`src/rtl/i2cw_pkg.sv`:
```
package i2cw_pkg;

    localparam int REG_AW = 8;
    localparam int REG_DW = 8;

    typedef enum logic [1:0] {
        ST_IDLE,
        ST_RX,
        ST_ACK,
        ST_IGN
    } bus_st_t;

    typedef enum logic [1:0] {
        K_DEV,
        K_REG,
        K_DATA
    } byte_kind_t;

    typedef struct packed {
        logic scl;
        logic sda;
        logic scl_rise;
        logic scl_fall;
        logic start;
        logic stop;
    } bus_ev_t;

    typedef struct packed {
        logic              en;
        logic [REG_AW-1:0] addr;
        logic [REG_DW-1:0] data;
    } wr_req_t;

    function automatic logic dev_write_hit(input logic [7:0] b, input logic [6:0] dev);
        return (b[7:1] == dev) && !b[0];
    endfunction

endpackage

```
`src/rtl/i2cw_sync.sv`:
```
module i2cw_sync
    import i2cw_pkg::*;
#(
    parameter int STAGES = 2
) (
    input  logic    clk,
    input  logic    rst,
    input  logic    scl_in,
    input  logic    sda_in,
    output bus_ev_t ev
);
    localparam int NLINES = 2;

    logic [NLINES-1:0] raw;
    logic [NLINES-1:0] now_v;
    logic [NLINES-1:0] prv_v;

    assign raw = {scl_in, sda_in};

    for (genvar i = 0; i < NLINES; i++) begin : g_line
        logic [STAGES-1:0] chain_q;
        logic              prev_q;
        always_ff @(posedge clk) begin
            if (rst) begin
                chain_q <= '1;
                prev_q  <= 1'b1;
            end else begin
                chain_q <= {chain_q[STAGES-2:0], raw[i]};
                prev_q  <= chain_q[STAGES-1];
            end
        end
        assign now_v[i] = chain_q[STAGES-1];
        assign prv_v[i] = prev_q;
    end

    always_comb begin
        ev.scl      = now_v[1];
        ev.sda      = now_v[0];
        ev.scl_rise = now_v[1] & ~prv_v[1];
        ev.scl_fall = ~now_v[1] & prv_v[1];
        ev.start    = now_v[1] & prv_v[1] & ~now_v[0] & prv_v[0];
        ev.stop     = now_v[1] & prv_v[1] & now_v[0] & ~prv_v[0];
    end

endmodule

```
`src/rtl/i2cw_rx.sv`:
```
module i2cw_rx
    import i2cw_pkg::*;
(
    input  logic       clk,
    input  logic       rst,
    input  bus_ev_t    ev,
    input  logic       rx_en,
    input  logic       rx_clr,
    output logic [7:0] byte_o,
    output logic       full_o
);
    logic [7:0] shift_q;
    logic [3:0] cnt_q;

    always_ff @(posedge clk) begin
        if (rst) begin
            shift_q <= '0;
            cnt_q   <= '0;
        end else if (rx_clr) begin
            cnt_q <= '0;
        end else if (rx_en && ev.scl_rise && (cnt_q != 4'd8)) begin
            shift_q <= {shift_q[6:0], ev.sda};
            cnt_q   <= cnt_q + 4'd1;
        end
    end

    assign byte_o = shift_q;
    assign full_o = (cnt_q == 4'd8);

endmodule

```
`src/rtl/i2cw_ctrl.sv`:
```
module i2cw_ctrl
    import i2cw_pkg::*;
#(
    parameter logic [6:0] DEV_ADDR = 7'b1101011
) (
    input  logic       clk,
    input  logic       rst,
    input  bus_ev_t    ev,
    input  logic [7:0] byte_i,
    input  logic       full_i,
    output logic       rx_en,
    output logic       rx_clr,
    output logic       sda_oe,
    output wr_req_t    wr
);
    bus_st_t           st_q;
    byte_kind_t        kind_q;
    logic [REG_AW-1:0] ptr_q;
    logic              done;

    assign done   = (st_q == ST_RX) && full_i && ev.scl_fall;
    assign rx_en  = (st_q == ST_RX);
    assign rx_clr = ev.start | ev.stop | done;

    always_ff @(posedge clk) begin
        if (rst) begin
            st_q   <= ST_IDLE;
            kind_q <= K_DEV;
            ptr_q  <= '0;
            sda_oe <= 1'b0;
            wr     <= '0;
        end else begin
            wr.en <= 1'b0;
            if (ev.start) begin
                st_q   <= ST_RX;
                kind_q <= K_DEV;
                sda_oe <= 1'b0;
            end else if (ev.stop) begin
                st_q   <= ST_IDLE;
                sda_oe <= 1'b0;
            end else begin
                unique case (st_q)
                    ST_RX: if (done) begin
                        unique case (kind_q)
                            K_DEV: begin
                                if (dev_write_hit(byte_i, DEV_ADDR)) begin
                                    sda_oe <= 1'b1;
                                    st_q   <= ST_ACK;
                                    kind_q <= K_REG;
                                end else begin
                                    st_q <= ST_IGN;
                                end
                            end
                            K_REG: begin
                                ptr_q  <= byte_i;
                                sda_oe <= 1'b1;
                                st_q   <= ST_ACK;
                                kind_q <= K_DATA;
                            end
                            default: begin
                                wr.en   <= 1'b1;
                                wr.addr <= ptr_q;
                                wr.data <= byte_i;
                                ptr_q   <= ptr_q + 1'b1;
                                sda_oe  <= 1'b1;
                                st_q    <= ST_ACK;
                            end
                        endcase
                    end
                    ST_ACK: if (ev.scl_fall) begin
                        sda_oe <= 1'b0;
                        st_q   <= ST_RX;
                    end
                    default: ;
                endcase
            end
        end
    end

endmodule

```
`src/rtl/i2cw_target.sv`:
```
module i2cw_target
    import i2cw_pkg::*;
#(
    parameter logic [6:0] DEV_ADDR    = 7'b1101011,
    parameter int         SYNC_STAGES = 2
) (
    input  logic              clk,
    input  logic              rst,
    input  logic              scl_in,
    input  logic              sda_in,
    output logic              sda_oe,
    output logic              wr_en,
    output logic [REG_AW-1:0] wr_addr,
    output logic [REG_DW-1:0] wr_data
);
    bus_ev_t    bus_ev;
    logic [7:0] rx_byte;
    logic       rx_full;
    logic       rx_en;
    logic       rx_clr;
    wr_req_t    wr;

    i2cw_sync #(.STAGES(SYNC_STAGES)) u_sync (
        .clk    (clk),
        .rst    (rst),
        .scl_in (scl_in),
        .sda_in (sda_in),
        .ev     (bus_ev)
    );

    i2cw_rx u_rx (
        .clk    (clk),
        .rst    (rst),
        .ev     (bus_ev),
        .rx_en  (rx_en),
        .rx_clr (rx_clr),
        .byte_o (rx_byte),
        .full_o (rx_full)
    );

    i2cw_ctrl #(.DEV_ADDR(DEV_ADDR)) u_ctrl (
        .clk    (clk),
        .rst    (rst),
        .ev     (bus_ev),
        .byte_i (rx_byte),
        .full_i (rx_full),
        .rx_en  (rx_en),
        .rx_clr (rx_clr),
        .sda_oe (sda_oe),
        .wr     (wr)
    );

    assign wr_en   = wr.en;
    assign wr_addr = wr.addr;
    assign wr_data = wr.data;

endmodule

```
`config.mk`:
```
export PLATFORM = sky130hd
export DESIGN_NAME = i2cw_target
export DESIGN_NICKNAME = d
export VERILOG_FILES = /design/src/rtl/i2cw_pkg.sv /design/src/rtl/i2cw_sync.sv /design/src/rtl/i2cw_rx.sv /design/src/rtl/i2cw_ctrl.sv /design/src/rtl/i2cw_target.sv
export SDC_FILE = /design/constraint.sdc
export NUM_CORES = 1
export LEC_CHECK = 0
export BUFFER_PORTS_ARGS = -buffer_cell sky130_fd_sc_hd__buf_2
export CORE_ASPECT_RATIO = 0.8
export CORE_MARGIN = 3
export CORE_UTILIZATION = 35
export CTS_BUF_LIST = sky130_fd_sc_hd__clkbuf_16
export DETAILED_ROUTE_END_ITERATION = 7
export GPL_ROUTABILITY_DRIVEN = 0
export RECOVER_POWER = 25
export SLEW_MARGIN = 30
export SYNTH_ARGS = -nofsm -noshare
export SYNTH_HDL_FRONTEND = slang
export SYNTH_SLANG_ARGS = --single-unit
```
`constraint.sdc`:
```
create_clock -name clk -period 2.36 [get_ports clk]
set_clock_uncertainty 0.05 [all_clocks]
set_input_delay 0.236 -clock clk [delete_from_list [all_inputs] [get_ports clk]]
set_output_delay 0.236 -clock clk [all_outputs]
set_load 0.02 [all_outputs]
```
==> out/summary.txt <==
Post-synth EDFFs - 0
clk slew on worst S/H paths - 0.07 ns
path type of the worst min-delay path - in -> reg
Cell Area, Placed - 2290 um^2
Yosys Warn Count - 0
area of the core - 5650 um^2
CTS sink count - 48
synthesized area - 2120 um^2
Max-Cap Viols - 0
status - finished, final reports clean
Max VDD drop - 0.368 mV
Layout area overhead - 15.6%
Die H - 75.5 um
most frequent cells in the layout - dfxtp_1 (48), nor2_1 (35), mux2i_1 (27)
# setup viols final - 0
Post-Synthesis Cells - 228
IO Pins - 22
setup TNS - 0 ns
Post-synth ARST share - 0%
vias in the first global route - 1434
# resized after CTS - 0
Leak - 1.07 nW
TritonCTS Buffers - 5
hold violation total from the final report - 0
Top FF cell, synth - dfxtp_1
Req. time, crit path - 2.45 ns
die area - 7020 um^2
Die X-Extent - 92.9 um
largest net degree at the start of global routing - 27
vias per cell - 5.10
CP Launch Type - register
Avg Cell Area, Syn - 9.28 um^2
worst-margin pin slew - 0.986 ns
row cnt - 24
Seq/Total Area, Yosys - 45.4%
CP max FO - 13
fmax - 536 MHz
Longest Clk Path Bufs - 2
Hold Buf Count CTS - 0
first-pass GRT wire length - 7.08 mm
Vias - 1663
final wirelength - 4.28 mm
Final min period - 1.86 ns
Yosys cell types - 47
Post-route DRC - 0
initial antenna violation count - 0
hpwl dp - 3.06 mm
DRT Pass-1 Iters - 4
H-tree levels - 2
commonest non-fill, non-tap cell in the layout - dfxtp_1
Initial DRC Count - 64
critical path arrival - 1.96 ns
Root Buffer - clkbuf_16
GRT overflow - 0
# nets final - 256
Clock Latency Late Sink - 0.29 ns
crit path capture type - register
Post-CTS Setup Inserts - 0
Pwr per Cell Area - 717 nW/um^2
share of layout cells above drive strength 1 - 9.68%
Design Area, Final - 2450 um^2
Avg WL per Cell - 13.1 um
syn nets - 237
period utilisation layout - 79.0%
RSZ-0062 raised after global routing - false
Final Max Tran Viols - 0
# diodes - 0
Setup CP Type - reg -> reg
Max-slew headroom - 34.3%
I/O Buffers - 21
initial core utilization - 37.5%
CTS tree - yes
GRT Total Usage - 12.7%
remaining antenna violation count after routing - 0
synthesized flop and latch total - 48
[worst paths after layout]
check / from / to / slack, ns / depth (start not counted)
hold / removal: scl_in / u_sync.g_line[1].chain_q[0] / 0.07 / 2
hold reg to reg: u_sync.g_line[0].chain_q[0] / u_sync.g_line[0].chain_q[1] / 0.35 / 1
setup reg to reg: u_rx.cnt_q[0] / u_ctrl.wr[2] / 0.50 / 7
setup / recovery: u_rx.cnt_q[0] / u_ctrl.wr[2] / 0.50 / 7
[Yosys cell counts (all sizes together) (2+ instances only)]
cell type / n / share of area [%]
nand2: 10 / 1.8
nor2: 35 / 6.2
nor3: 4 / 1.5
buf: 4 / 1.1
and3b: 2 / 0.83
inv: 7 / 1.2
a211oi: 4 / 1.7
nor4b: 2 / 0.83
and3: 2 / 0.59
o21ai: 7 / 1.7
nor2b: 2 / 0.59
or2: 7 / 2.1
dfxtp: 48 / 45
ha: 5 / 3.0
nand3: 7 / 1.7
a21oi: 7 / 1.7
a31oi: 3 / 0.89
nand2b: 5 / 1.5
clkbuf: 9 / 1.6
nand4: 5 / 1.5
mux2i: 27 / 13
nand3b: 2 / 0.71
and2: 2 / 0.59
or3: 2 / 0.59
xor2: 3 / 1.2
[where the power goes]
part	internal, mW	switching (mW)	total [mW]
clock network	0.498	0.298	0.796
registers	0.826	0.0114	0.837
logic	0.0514	0.0702	0.122
[state kept, by name, summed over array words and instances (netlist names)]
register               cells
u_ctrl.kind_q              2
u_ctrl.ptr_q               8
u_ctrl.sda_oe              1
u_ctrl.st_q                2
u_ctrl.wr                 17
u_rx.byte_o                8
u_rx.cnt_q                 4
u_sync.g_line.chain_q      4
u_sync.g_line.prev_q       2
[cell type report]
| cell class | count | area [um^2] |
|---|---|---|
| Fill cell | 576 | 3200 |
| Clock inverter | 3 | 42.5 |
| Clock buffer | 5 | 125 |
| Sequential cell | 48 | 961 |
| Tap cell | 78 | 97.6 |
| Inverter | 7 | 26.3 |
| Multi-Input combinational cell | 160 | 1070 |
| Timing Repair Buffer | 25 | 121 |
[metrics by stage]
step	setup slack, ns	util [%]	hold slack (ns)	power [mW]	std cells
after floorplan	0.595	-	0.283	0.947	228
after global placement	0.555	40.6	0.336	0.975	318
after detailed placement	0.501	40.6	0.338	0.978	318
after CTS	0.496	43.6	0.0715	1.78	326
after global routing	0.356	43.3	0.0761	1.83	326
final	0.496	43.3	0.0748	1.75	326
[worst max-delay path: stages (launching register included)]
cell	delay (ns)
dfxtp_1	0.34
inv_1	0.07
ha_1	0.20
and3b_1	0.20
nand3_1	0.26
buf_4	0.30
mux2i_1	0.23
nor2_1	0.05
[routing by layer]
| layer | vias up | part of all wire, % | routed length, um | global-route usage [%] |
|---|---|---|---|---|
| met5 | - | 0 | 0 | 0 |
| met4 | 0 | 0.72 | 31 | 3.90 |
| met3 | 5 | 4.3 | 182 | 2.96 |
| met2 | 26 | 42 | 1810 | 19.1 |
| met1 | 787 | 53 | 2250 | 18.3 |
| li1 | 845 | - | - | - |
[logic make-up (layout without fill, tap and decap cells)]
group | after synthesis | after routing | share of synthesized area (%)
compound gates | 33 | 33 | 10.8
xor+xnor | 4 | 4 | 1.66
fa+ha+maj | 5 | 5 | 2.96
buf+inv | 20 | 40 | 3.90
flops | 48 | 48 | 45.4
mux | 27 | 27 | 12.8
simple gates | 91 | 91 | 22.5
No activity file was read; power rests on OpenSTA's default activity.
